**config.mk**
```make
export PLATFORM = sky130hd
export DESIGN_NAME = fifo_pair_irq
export DESIGN_NICKNAME = d
export VERILOG_FILES = /design/src/rtl/fifo_pair_irq_pkg.sv /design/src/rtl/lvl_fifo.sv /design/src/rtl/irq_gather.sv /design/src/rtl/fifo_pair_irq.sv
export SDC_FILE = /design/constraint.sdc
export NUM_CORES = 1
export LEC_CHECK = 0
export BUFFER_PORTS_ARGS = -buffer_cell sky130_fd_sc_hd__buf_2
export CORE_MARGIN = 4
export CORE_UTILIZATION = 62
export DETAILED_ROUTE_END_ITERATION = 8
export GPL_TIMING_DRIVEN = 0
export PLACE_DENSITY = 0.8
export RECOVER_POWER = 100
export SKIP_LAST_GASP = 1
export SYNTH_ARGS = -nofsm -noshare
export SYNTH_HDL_FRONTEND = slang
export SYNTH_HIERARCHICAL = 1
export SYNTH_SLANG_ARGS = --single-unit
```
**constraint.sdc**
```tcl
create_clock -name clk -period 4 [get_ports clk]
set_input_delay 0.6 -clock clk [delete_from_list [all_inputs] [get_ports clk]]
set_output_delay 0.6 -clock clk [all_outputs]
set_load 0.03 [all_outputs]
```
**src/rtl/fifo_pair_irq_pkg.sv**
```systemverilog
package fifo_pair_irq_pkg;
  localparam int unsigned ADDR_W = 3;

  localparam logic [ADDR_W-1:0] A_FCTRL  = 3'd0;
  localparam logic [ADDR_W-1:0] A_FSTATE = 3'd1;
  localparam logic [ADDR_W-1:0] A_CMD    = 3'd2;
  localparam logic [ADDR_W-1:0] A_RXD    = 3'd3;
  localparam logic [ADDR_W-1:0] A_IMASK  = 3'd4;
  localparam logic [ADDR_W-1:0] A_ISTAT  = 3'd5;
  localparam logic [ADDR_W-1:0] A_ICLR   = 3'd6;
  localparam logic [ADDR_W-1:0] A_AECLR  = 3'd7;

  localparam int unsigned N_IRQ    = 5;
  localparam int unsigned IRQ_DONE = 0;
  localparam int unsigned IRQ_FLT  = 1;
  localparam int unsigned IRQ_FIFO = 2;
  localparam int unsigned IRQ_RXAF = 3;
  localparam int unsigned IRQ_TXAE = 4;

  localparam int unsigned ST_RX_RERR  = 0;
  localparam int unsigned ST_RX_WERR  = 1;
  localparam int unsigned ST_RX_EMPTY = 3;
  localparam int unsigned ST_TX_RERR  = 6;
  localparam int unsigned ST_TX_WERR  = 7;
  localparam int unsigned ST_TX_FULL  = 11;
endpackage

```
**src/rtl/lvl_fifo.sv**
```systemverilog
module lvl_fifo #(
  parameter int unsigned WIDTH = 8,
  parameter int unsigned DEPTH = 64
) (
  input  logic                           clk,
  input  logic                           rst_n,
  input  logic                           clr,
  input  logic                           push,
  input  logic [WIDTH-1:0]               wdata,
  input  logic                           pop,
  output logic [WIDTH-1:0]               rdata,
  output logic [$clog2(DEPTH+1)-1:0]     level,
  output logic                           empty,
  output logic                           full,
  output logic                           werr,
  output logic                           rerr
);
  localparam int unsigned PTR_W = $clog2(DEPTH);
  localparam int unsigned LVL_W = $clog2(DEPTH+1);
  localparam logic [PTR_W-1:0] LAST = PTR_W'(DEPTH - 1);
  localparam logic [LVL_W-1:0] FULL_LVL = LVL_W'(DEPTH);

  logic [WIDTH-1:0] mem [DEPTH];
  logic [PTR_W-1:0] wr_ptr, rd_ptr;
  logic [LVL_W-1:0] count;
  logic             do_push, do_pop;

  assign empty   = (count == '0);
  assign full    = (count == FULL_LVL);
  assign level   = count;
  assign rdata   = mem[rd_ptr];
  assign do_push = push && !full && !clr;
  assign do_pop  = pop && !empty && !clr;

  function automatic logic [PTR_W-1:0] step(input logic [PTR_W-1:0] p);
    return (p == LAST) ? '0 : p + 1'b1;
  endfunction

  always_ff @(posedge clk) begin
    if (do_push) mem[wr_ptr] <= wdata;
  end

  always_ff @(posedge clk) begin
    if (!rst_n || clr) begin
      wr_ptr <= '0;
      rd_ptr <= '0;
      count  <= '0;
      werr   <= 1'b0;
      rerr   <= 1'b0;
    end else begin
      if (do_push) wr_ptr <= step(wr_ptr);
      if (do_pop)  rd_ptr <= step(rd_ptr);
      case ({do_push, do_pop})
        2'b10:   count <= count + 1'b1;
        2'b01:   count <= count - 1'b1;
        default: count <= count;
      endcase
      if (push && full) werr <= 1'b1;
      if (pop && empty) rerr <= 1'b1;
    end
  end


  overflow_drop_chk: assert property (@(posedge clk) disable iff (!rst_n)
    (push && full && !pop && !clr) |=> (werr && full));


  underflow_flag_chk: assert property (@(posedge clk) disable iff (!rst_n)
    (pop && empty && !clr) |=> rerr);


  clear_empty_chk: assert property (@(posedge clk) disable iff (!rst_n)
    clr |=> (empty && !werr && !rerr));
endmodule

```
**src/rtl/irq_gather.sv**
```systemverilog
module irq_gather #(
  parameter int unsigned N = 5
) (
  input  logic         clk,
  input  logic         rst_n,
  input  logic [N-1:0] set_ev,
  input  logic [N-1:0] clr_ev,
  input  logic         mask_we,
  input  logic [N-1:0] mask_wdata,
  output logic [N-1:0] mask,
  output logic [N-1:0] masked,
  output logic         irq
);
  logic [N-1:0] raw;

  always_ff @(posedge clk) begin
    if (!rst_n)       mask <= '0;
    else if (mask_we) mask <= mask_wdata;
  end

  for (genvar g = 0; g < N; g++) begin : g_src
    always_ff @(posedge clk) begin
      if (!rst_n) raw[g] <= 1'b0;
      else        raw[g] <= set_ev[g] | (raw[g] & ~clr_ev[g]);
    end


    src_latch_chk: assert property (@(posedge clk) disable iff (!rst_n)
      set_ev[g] |=> raw[g]);


    src_clear_chk: assert property (@(posedge clk) disable iff (!rst_n)
      (clr_ev[g] && !set_ev[g]) |=> !raw[g]);
  end

  assign masked = raw & mask;
  assign irq    = |masked;
endmodule

```
**src/rtl/fifo_pair_irq.sv**
```systemverilog
module fifo_pair_irq
  import fifo_pair_irq_pkg::*;
#(
  parameter int unsigned TX_DEPTH = 64,
  parameter int unsigned RX_DEPTH = 64,
  parameter int unsigned CMD_W    = 11,
  parameter int unsigned BYTE_W   = 8,
  parameter int unsigned THR_W    = 6,
  parameter int unsigned REG_W    = 32
) (
  input  logic              clk,
  input  logic              rst_n,
  input  logic              reg_wr,
  input  logic              reg_rd,
  input  logic [2:0]        reg_addr,
  input  logic [REG_W-1:0]  reg_wdata,
  output logic [REG_W-1:0]  reg_rdata,
  output logic              tx_valid,
  input  logic              tx_pop,
  output logic [CMD_W-1:0]  tx_data,
  input  logic              rx_valid,
  output logic              rx_ready,
  input  logic [BYTE_W-1:0] rx_data,
  input  logic              xfer_done,
  input  logic              xfer_fault,
  output logic              irq
);
  localparam int unsigned RXT_LSB = 2;
  localparam int unsigned TXT_LSB = RXT_LSB + THR_W;
  localparam int unsigned TX_LW   = $clog2(TX_DEPTH+1);
  localparam int unsigned RX_LW   = $clog2(RX_DEPTH+1);

  logic [THR_W-1:0]  rx_thr, tx_thr;
  logic              wr_ctrl, rx_clr, tx_clr;
  logic              tx_push, rx_pop;
  logic [TX_LW-1:0]  tx_level;
  logic [RX_LW-1:0]  rx_level;
  logic              tx_empty, tx_full, tx_werr, tx_rerr;
  logic              rx_empty, rx_full, rx_werr, rx_rerr;
  logic [BYTE_W-1:0] rx_head;
  logic [N_IRQ-1:0]  set_ev, clr_ev, mask, masked;
  logic              rx_af, tx_ae;
  logic              unused_wdata;

  assign wr_ctrl = reg_wr && (reg_addr == A_FCTRL);
  assign rx_clr  = wr_ctrl && reg_wdata[0];
  assign tx_clr  = wr_ctrl && reg_wdata[1];
  assign tx_push = reg_wr && (reg_addr == A_CMD);
  assign rx_pop  = reg_rd && (reg_addr == A_RXD);

  always_ff @(posedge clk) begin
    if (!rst_n) begin
      rx_thr <= '0;
      tx_thr <= '0;
    end else if (wr_ctrl) begin
      rx_thr <= reg_wdata[RXT_LSB +: THR_W];
      tx_thr <= reg_wdata[TXT_LSB +: THR_W];
    end
  end

  lvl_fifo #(.WIDTH(CMD_W), .DEPTH(TX_DEPTH)) u_txq (
    .clk(clk), .rst_n(rst_n), .clr(tx_clr),
    .push(tx_push), .wdata(reg_wdata[CMD_W-1:0]),
    .pop(tx_pop), .rdata(tx_data), .level(tx_level),
    .empty(tx_empty), .full(tx_full), .werr(tx_werr), .rerr(tx_rerr)
  );

  lvl_fifo #(.WIDTH(BYTE_W), .DEPTH(RX_DEPTH)) u_rxq (
    .clk(clk), .rst_n(rst_n), .clr(rx_clr),
    .push(rx_valid), .wdata(rx_data),
    .pop(rx_pop), .rdata(rx_head), .level(rx_level),
    .empty(rx_empty), .full(rx_full), .werr(rx_werr), .rerr(rx_rerr)
  );

  assign tx_valid = !tx_empty;
  assign rx_ready = !rx_full;

  assign rx_af = (int'(rx_level) >= int'(rx_thr));
  assign tx_ae = (int'(tx_level) <= int'(tx_thr));

  always_comb begin
    set_ev           = '0;
    set_ev[IRQ_DONE] = xfer_done;
    set_ev[IRQ_FLT]  = xfer_fault;
    set_ev[IRQ_FIFO] = tx_werr | tx_rerr | rx_werr | rx_rerr;
    set_ev[IRQ_RXAF] = rx_af;
    set_ev[IRQ_TXAE] = tx_ae;
    clr_ev = '0;
    if (reg_wr && (reg_addr == A_ICLR))
      clr_ev[IRQ_RXAF:0] = reg_wdata[IRQ_RXAF:0];
    clr_ev[IRQ_TXAE] = reg_wr && (reg_addr == A_AECLR) && reg_wdata[0];
  end

  irq_gather #(.N(N_IRQ)) u_irq (
    .clk(clk), .rst_n(rst_n), .set_ev(set_ev), .clr_ev(clr_ev),
    .mask_we(reg_wr && (reg_addr == A_IMASK)),
    .mask_wdata(reg_wdata[N_IRQ-1:0]),
    .mask(mask), .masked(masked), .irq(irq)
  );

  always_comb begin
    reg_rdata = '0;
    case (reg_addr)
      A_FCTRL: begin
        reg_rdata[RXT_LSB +: THR_W] = rx_thr;
        reg_rdata[TXT_LSB +: THR_W] = tx_thr;
      end
      A_FSTATE: begin
        reg_rdata[ST_RX_RERR]  = rx_rerr;
        reg_rdata[ST_RX_WERR]  = rx_werr;
        reg_rdata[ST_RX_EMPTY] = rx_empty;
        reg_rdata[ST_TX_RERR]  = tx_rerr;
        reg_rdata[ST_TX_WERR]  = tx_werr;
        reg_rdata[ST_TX_FULL]  = tx_full;
      end
      A_RXD:   if (!rx_empty) reg_rdata[BYTE_W-1:0] = rx_head;
      A_IMASK: reg_rdata[N_IRQ-1:0] = mask;
      A_ISTAT: reg_rdata[N_IRQ-1:0] = masked;
      default: reg_rdata = '0;
    endcase
  end

  assign unused_wdata = ^reg_wdata[REG_W-1:TXT_LSB+THR_W];
endmodule

```
Word level (Yosys, flattened, before mapping)
Memory sizes are Yosys's and may differ from the RTL's. A register that Yosys moved wholly into a read port is not among the register bits.
Index checks and enable logic that the tools add are counted.
{ "word_totals": {"register_bits": 64, "mem_bits_rw": 1216, "in_bits": 51, "out_inout_bits": 46, "mem_count": 2} }
{ "mem_list": {"columns": ["name", "depth", "width", "rd", "rd_ports_with_merged_regs", "write_ports", "line_no", "source"], "rows": [
  ["u_txq.mem", 64, 11, 1, 1, 1, "lvl_fifo.sv:23", "logic [WIDTH-1:0] mem [DEPTH];"],
  ["u_rxq.mem", 64, 8, 1, 1, 1, "lvl_fifo.sv:23", null]
]} }
{ "op_classes": {"addsub": 8, "order_cmp": 2, "n_eq_ne": 17, "mux": 25, "n_bitwise": 19, "reduce_logical": 36} }
{ "op_table": {"columns": ["cell", "count"], "rows": [
  ["2-to-1 mux 6 bit", 8],
  ["case mux 7 bit (2 select lines)", 2],
  ["adder 6 x 1 -> 6 bit, second input constant", 4],
  ["equality test 6 bit, second input constant", 4],
  ["logical AND 1 bit", 21],
  ["adder 7 x 1 -> 7 bit, second input constant", 2],
  ["equality test 7 bit, second input constant", 2],
  ["zero test 7 bit", 2],
  ["subtractor 7 x 1 -> 7 bit, second input constant", 2],
  ["equality test 3 bit, second input constant", 4],
  ["2-to-1 mux 8 bit", 1],
  ["bitwise OR 1 bit", 8],
  ["case mux 1 bit (4 select lines)", 2],
  ["case mux 2 bit (4 select lines)", 1],
  [">= comparator 7 x 6 -> 1 bit", 1],
  ["less-or-equal comparator 7 x 6 -> 1 bit", 1],
  ["zero test 1 bit", 7],
  ["equality test 3 x 2 -> 1 bit, second input constant", 2],
  ["case mux 2 bit (3 select lines)", 1],
  ["AND 1 bit", 5],
  ["AND 5 bit", 1],
  ["inverter 1 bit", 5],
  ["case mux 1 bit (5 select lines)", 1],
  ["OR reduction 5 bit", 1],
  ["other kinds (11)", 19]
]} }

Depth between registers and ports, before layout
{ "logic_depth": {"ltp_word": 7, "ltp_mapped": 16} }

Cells and area by module
The synthesis kept the hierarchy.
{ "modules_own_cells": {"columns": ["mod", "n_inst", "cells_per_inst", "area_per_inst_um2", "seq_area_each_um2"], "rows": [
  ["lvl_fifo at u_txq", 1, 1392, 28587.4, 21680.8],
  ["lvl_fifo at u_rxq", 1, 1086, 21379.3, 15915.3],
  ["fifo_pair_irq", 1, 174, 1356.3, 240.2],
  ["irq_gather", 1, 39, 412.9, 200.2]
]} }

Worst setup path after synthesis
OpenSTA, ideal clock, no wires.
{ "synth_path": {"path_type": "input-to-reg", "startpoint": "input port reg_addr[0]", "endpoint": "register u_txq.count[4], in the netlist u_txq/level[4]", "setup_time_ns": 0.070, "t_arrival_ns": 3.394, "setup_slack_ns": 0.537, "stages": 16, "path_cell_list": "buf_6 nor2b_4 nand2_1 nor2_1 inv_1 a311oi_2 inv_1 ha_1 buf_1 xor2_1 ha_1 a21oi_1 a31o_2 a22oi_1 or3_1 a21oi_1"} }
{ "synth_between": {"elab_cells_between_ends": 14, "cone_classes": "eq/ne: 3; mux: 1; reduce/logical: 10"} }
{ "synth_lines": {"columns": ["item", "line_no", "source"], "rows": [
  ["from (decl)", "fifo_pair_irq.sv:15", "input logic [2:0] reg_addr,"],
  ["equality test 3 x 2 -> 1 bit *", "fifo_pair_irq.sv:48", "assign tx_push = reg_wr && (reg_addr == A_CMD);"],
  ["logical AND 1 bit *", "fifo_pair_irq.sv:48", null],
  ["named net tx_push", "fifo_pair_irq.sv:35", "logic tx_push, rx_pop;"],
  ["logical AND 1 bit * (2 in series)", "lvl_fifo.sv:32", "assign do_push = push && !full && !clr;"],
  ["equality test 2 x 1 -> 1 bit / equality test 2 bit (equally long branches)", "lvl_fifo.sv:53", "case ({do_push, do_pop})"],
  ["case mux 7 bit (2 select lines) / nonzero test 2 bit (equally long branches)", null, null],
  ["to (signal assigned)", "lvl_fifo.sv:54", "2'b10: count <= count + 1'b1;"],
  ["to (signal assigned)", "lvl_fifo.sv:55", "2'b01: count <= count - 1'b1;"],
  ["to (signal assigned)", "lvl_fifo.sv:56", "default: count <= count;"],
  ["to (decl)", "lvl_fifo.sv:25", "logic [LVL_W-1:0] count;"]
]} }
Mark *: on every way through the listed nets, which the timed path passes. The rest lies on a longest branch.
A chain may end at the register's enable or synchronous reset.

==> results.ini <==
[clocking]
ctsLongestPathBuffers = 3
clkLatencyLatePin_ns = 0.71
clock-sinks = 1292
htreeDepth = 3
cts-root-buf = clkbuf_16
cts_made_buffers = 121
cts_tree = built
postCtsHoldBufs = 0
cts.reportedPaths.clkPinSlew_ns = 0.06

[floorplan]
die_w_um = 296.9
core.rowCount = 105
core_area_um2 = 82370
initial_utilization_pct = 62.81
ios = 97
die_h_um = 296.9
dieArea_um2 = 88130

[drt]
ant_nets = 0
first_pass_iters = 8
routedWlPerCell_um = 31.73
drc = 0
drt-total-wl_mm = 129.2
vias_per_cell = 6.875
drt_iter0_markers = 4164
vias = 27990

[synth]
yosys_most_used_dff = edfxtp_1
yosys.area.top_type_share_pct = 70.58
synthAdderAreaFrac_pct = 0.5321
synth_top_area_cell = edfxtp_1
syn_area_um2 = 51740
synth_area_leaders = edfxtp_1 (71%), mux4_2 (12%), dfxtp_1 (2.9%), mux2i_1 (1.6%), nor2_1 (1.6%)
synth-simple-area-share_pct = 4.643
ys_types = 74
ys_seq_area_share_pct = 73.52
yosys_warnings = 6
synthArstFlopShare_pct = 0
synth-xor-area-share_pct = 0.4232
synth.avg_cell_area_um2 = 19.23
muxShareOfSynthArea_pct = 15.35
synth_compound_area_share_pct = 3.354
synth_edf_count = 1216
ys_ff_latch = 1292
netlist_instances = 2691
synth_top_family_by_area = multiplexers

[global_route]
grtUsageTotal_pct = 29.36
grt-ovfl-total = 0
grt_max_degree = 69
antenna_found_initial = 0
grt_pass1_wl_mm = 190.4
grt_pass1_vias = 28220

[worst_hold_path]
hold_start = xfer_done
min_path_type = input pin to flip-flop
whs_path_depth = 2
hold_end = u_irq/raw[0]$_SDFF_PN0_

[run_status]
outcome = complete, but fails checks
violations = max-capacitance violations, max-slew violations, negative setup slack

[setup_path]
critPathLaunchType = flip-flop
cp_max_fo = 10
worst-r2r-cell-count = 6
critPathCaptureType = output port
worst-r2r-setup-slack_ns = 0.32
crit_arrival_ns = 3.44
rr_endpoint = u_txq/mem[11][5]$_DFFE_PP_
path_class = flip-flop to output port
r2r-start = u_txq/level[3]$_SDFFE_PP0P_
required_ns = 3.40

[timing]
rsz0062_at_grt = yes
fin_ws_ns = -0.03734
min_period_ns = 4.037
whs_ns = 0.1266
setup_viol = 5
slew_headroom_pct = -117.5
worst_pin_slew_ns = 3.263
hold_viol_final = 0
fmaxAchievable_ghz = 0.2477
period_share_pct = 100.9
fin_skew_ns = 0.04038
slew_violations = 1119

[job]
maxCapViolCount = 17

[placement]
pre_cts_ws_ns = -0.6314
placed_area_um2 = 53430
io_buffers = 58
hpwl_mm = 79.21
gp_congestion = 0.9437
dp.cells = 3836

[power_and_ir_drop]
powerDensity_nw_per_um2 = 501.0
p_leak_nw = 17.95
irDropWorstVdd_v = 0.0005967

[finish]
syn2layout_area_growth_pct = 12.08
layout-drive-gt1-share_pct = 23.99
nNetsFinal = 2969
final_area_um2 = 57990
finalNonFillerCells = 4072

report_power, final:
group          switching (mW)  internal [mW]  total [mW]
sequential             0.0484           14.9        14.9
clock                    4.95           6.55        11.5
combinational            1.56           1.08        2.64
sequential cells by signal, summed over array words and instances, names as in the netlist, 5 cells and up, named ones only:
name / flops
rx_thr: 6
tx_thr: 6
u_irq/mask: 5
u_irq/raw: 5
u_rxq/level: 7
u_rxq/mem: 512
u_rxq/rd_ptr: 6
u_rxq/wr_ptr: 6
u_txq/level: 7
u_txq/mem: 704
u_txq/rd_ptr: 6
u_txq/wr_ptr: 6
layout make-up:
cell class                      count  area [µm²]
Clock inverter                     77       818.3
Tap cell                         1070        1339
Antenna cell                        1       2.502
Sequential cell                  1292       38040
Timing Repair Buffer               65       319.1
Multi-Input combinational cell   1226       12930
Clock buffer                      151        3182
Fill cell                        4777       24380
Buffer                            160        1246
Inverter                           30       112.6
cells in the mapped netlist (4+ instances only):
master       n
dfxtp_1     76
a311oi_1     4
o21ai_0     54
mux2i_1     82
a31oi_1     11
o21a_1       7
nand2_1    112
and2_1      15
buf_6       17
xor2_1      21
mux4_1      22
and3b_1      5
a22o_1       5
o31ai_1      7
a21boi_0     4
and3_1      14
a21boi_2    10
or3_1        8
o221ai_1    17
inv_1       30
nand4_1      9
nor2_1     215
a21oi_1     44
o22ai_1     16
a22oi_1     26
a21o_1       5
mux4_2     280
o21ai_1      7
buf_1       10
nor2b_1     27
nand2b_1    16
o311ai_0     4
buf_12       4
ha_1        22
mux2_2      21
nand3b_1     7
o32ai_1      4
or2_2        4
buf_4       41
clkbuf_1    38
buf_2       50
nor3b_1      4
xnor2_1      4
edfxtp_1  1216
nand3_1     42
worst max-delay path by stage:
| stage | start | to | slack, ns | cells past startpoint |
|---|---|---|---|---|
| 2_1_floorplan | reg_addr[0] | u_txq/level[4]$_SDFFE_PP0P_ | 0.54 | 16 |
| 3_3_place_gp | reg_wdata[1] | u_txq/mem[19][4]$_DFFE_PP_ | -0.44 | 6 |
| 3_5_place_dp | reg_wdata[1] | u_txq/mem[19][9]$_DFFE_PP_ | -0.63 | 6 |
| 4_1_cts | flip-flop | tx_data[5] | -0.03 | 10 |
| 5_1_grt | flip-flop | tx_data[3] | -0.05 | 9 |
| 6_report | flip-flop | reg_rdata[2] | -0.04 | 11 |
through the flow:
stage	power [mW]	TNS [ns]	utilization, %
2_1_floorplan	16.80	0	-
6_report	29.05	-0.09894	70.40
3_5_place_dp	17.65	-201.47	64.86
5_1_grt	29.95	-0.1244	70.39
4_1_cts	29.09	-0.04891	70.21
3_3_place_gp	17.58	-75.01	64.86
metal layers:
| layer | global-route usage, % | vias up | wire [µm] |
|---|---|---|---|
| met5 | 0 | - | 0 |
| met4 | 13.21 | 0 | 7046 |
| met3 | 5.536 | 416 | 13640 |
| met2 | 48.89 | 2044 | 64520 |
| met1 | 38.37 | 14240 | 44010 |
| li1 | - | 11290 | - |
worst max-delay path, cell delays in order, from the launching register on:
cell and delay [ns]:
dfxtp_1 0.34, buf_6 0.15, buf_12 0.17, buf_12 0.17, mux4_1 0.58, mux2i_1 0.32
o22ai_1 0.15, a21oi_2 0.30, o31ai_2 0.16, nand2_1 0.08, o21ai_0 0.10, buf_2 0.20
cells in the final DEF, fill, tap and decap left out, types with 10 or more instances in the layout:
cell and n:
xor2_1 21, and3_1 14, a21oi_1 30, clkbuf_2 14, edfxtp_1 1216, mux4_1 19
dfxtp_1 76, buf_4 49, nand2b_1 16, buf_6 22, nand2_1 112, mux2_2 21
mux4_2 283, a21oi_2 13, o221ai_1 14, clkinv_2 14, clkinv_1 33, mux2i_2 19
conb_1 18, clkbuf_1 79, bufinv_16 14, o22ai_1 16, a31oi_1 10, nor2_1 213
o21ai_0 47, o21ai_1 13, buf_12 11, a22oi_1 23, buf_2 54, mux2i_1 56
clkbuf_16 122, nor2b_1 26, ha_1 22, inv_1 30, nand3_1 43
timing repair:
action,CTS,global route
resized for setup,114,52
endpoints found under the setup margin,19,30
pin swaps,3,0
buffers inserted,5,1
cells by family (layout without fill, tap and decap cells):
group,Yosys count,in the layout
xor gates and xnor gates,25,25
AOI/OAI and AO/OA,252,252
and+or+nand+nor,504,504
buffers and inverters,190,483
other,1,19
muxes,405,405
DFF,1292,1292
adders and majority gates,22,22
Note: power is estimated with default switching activity, not from simulation.
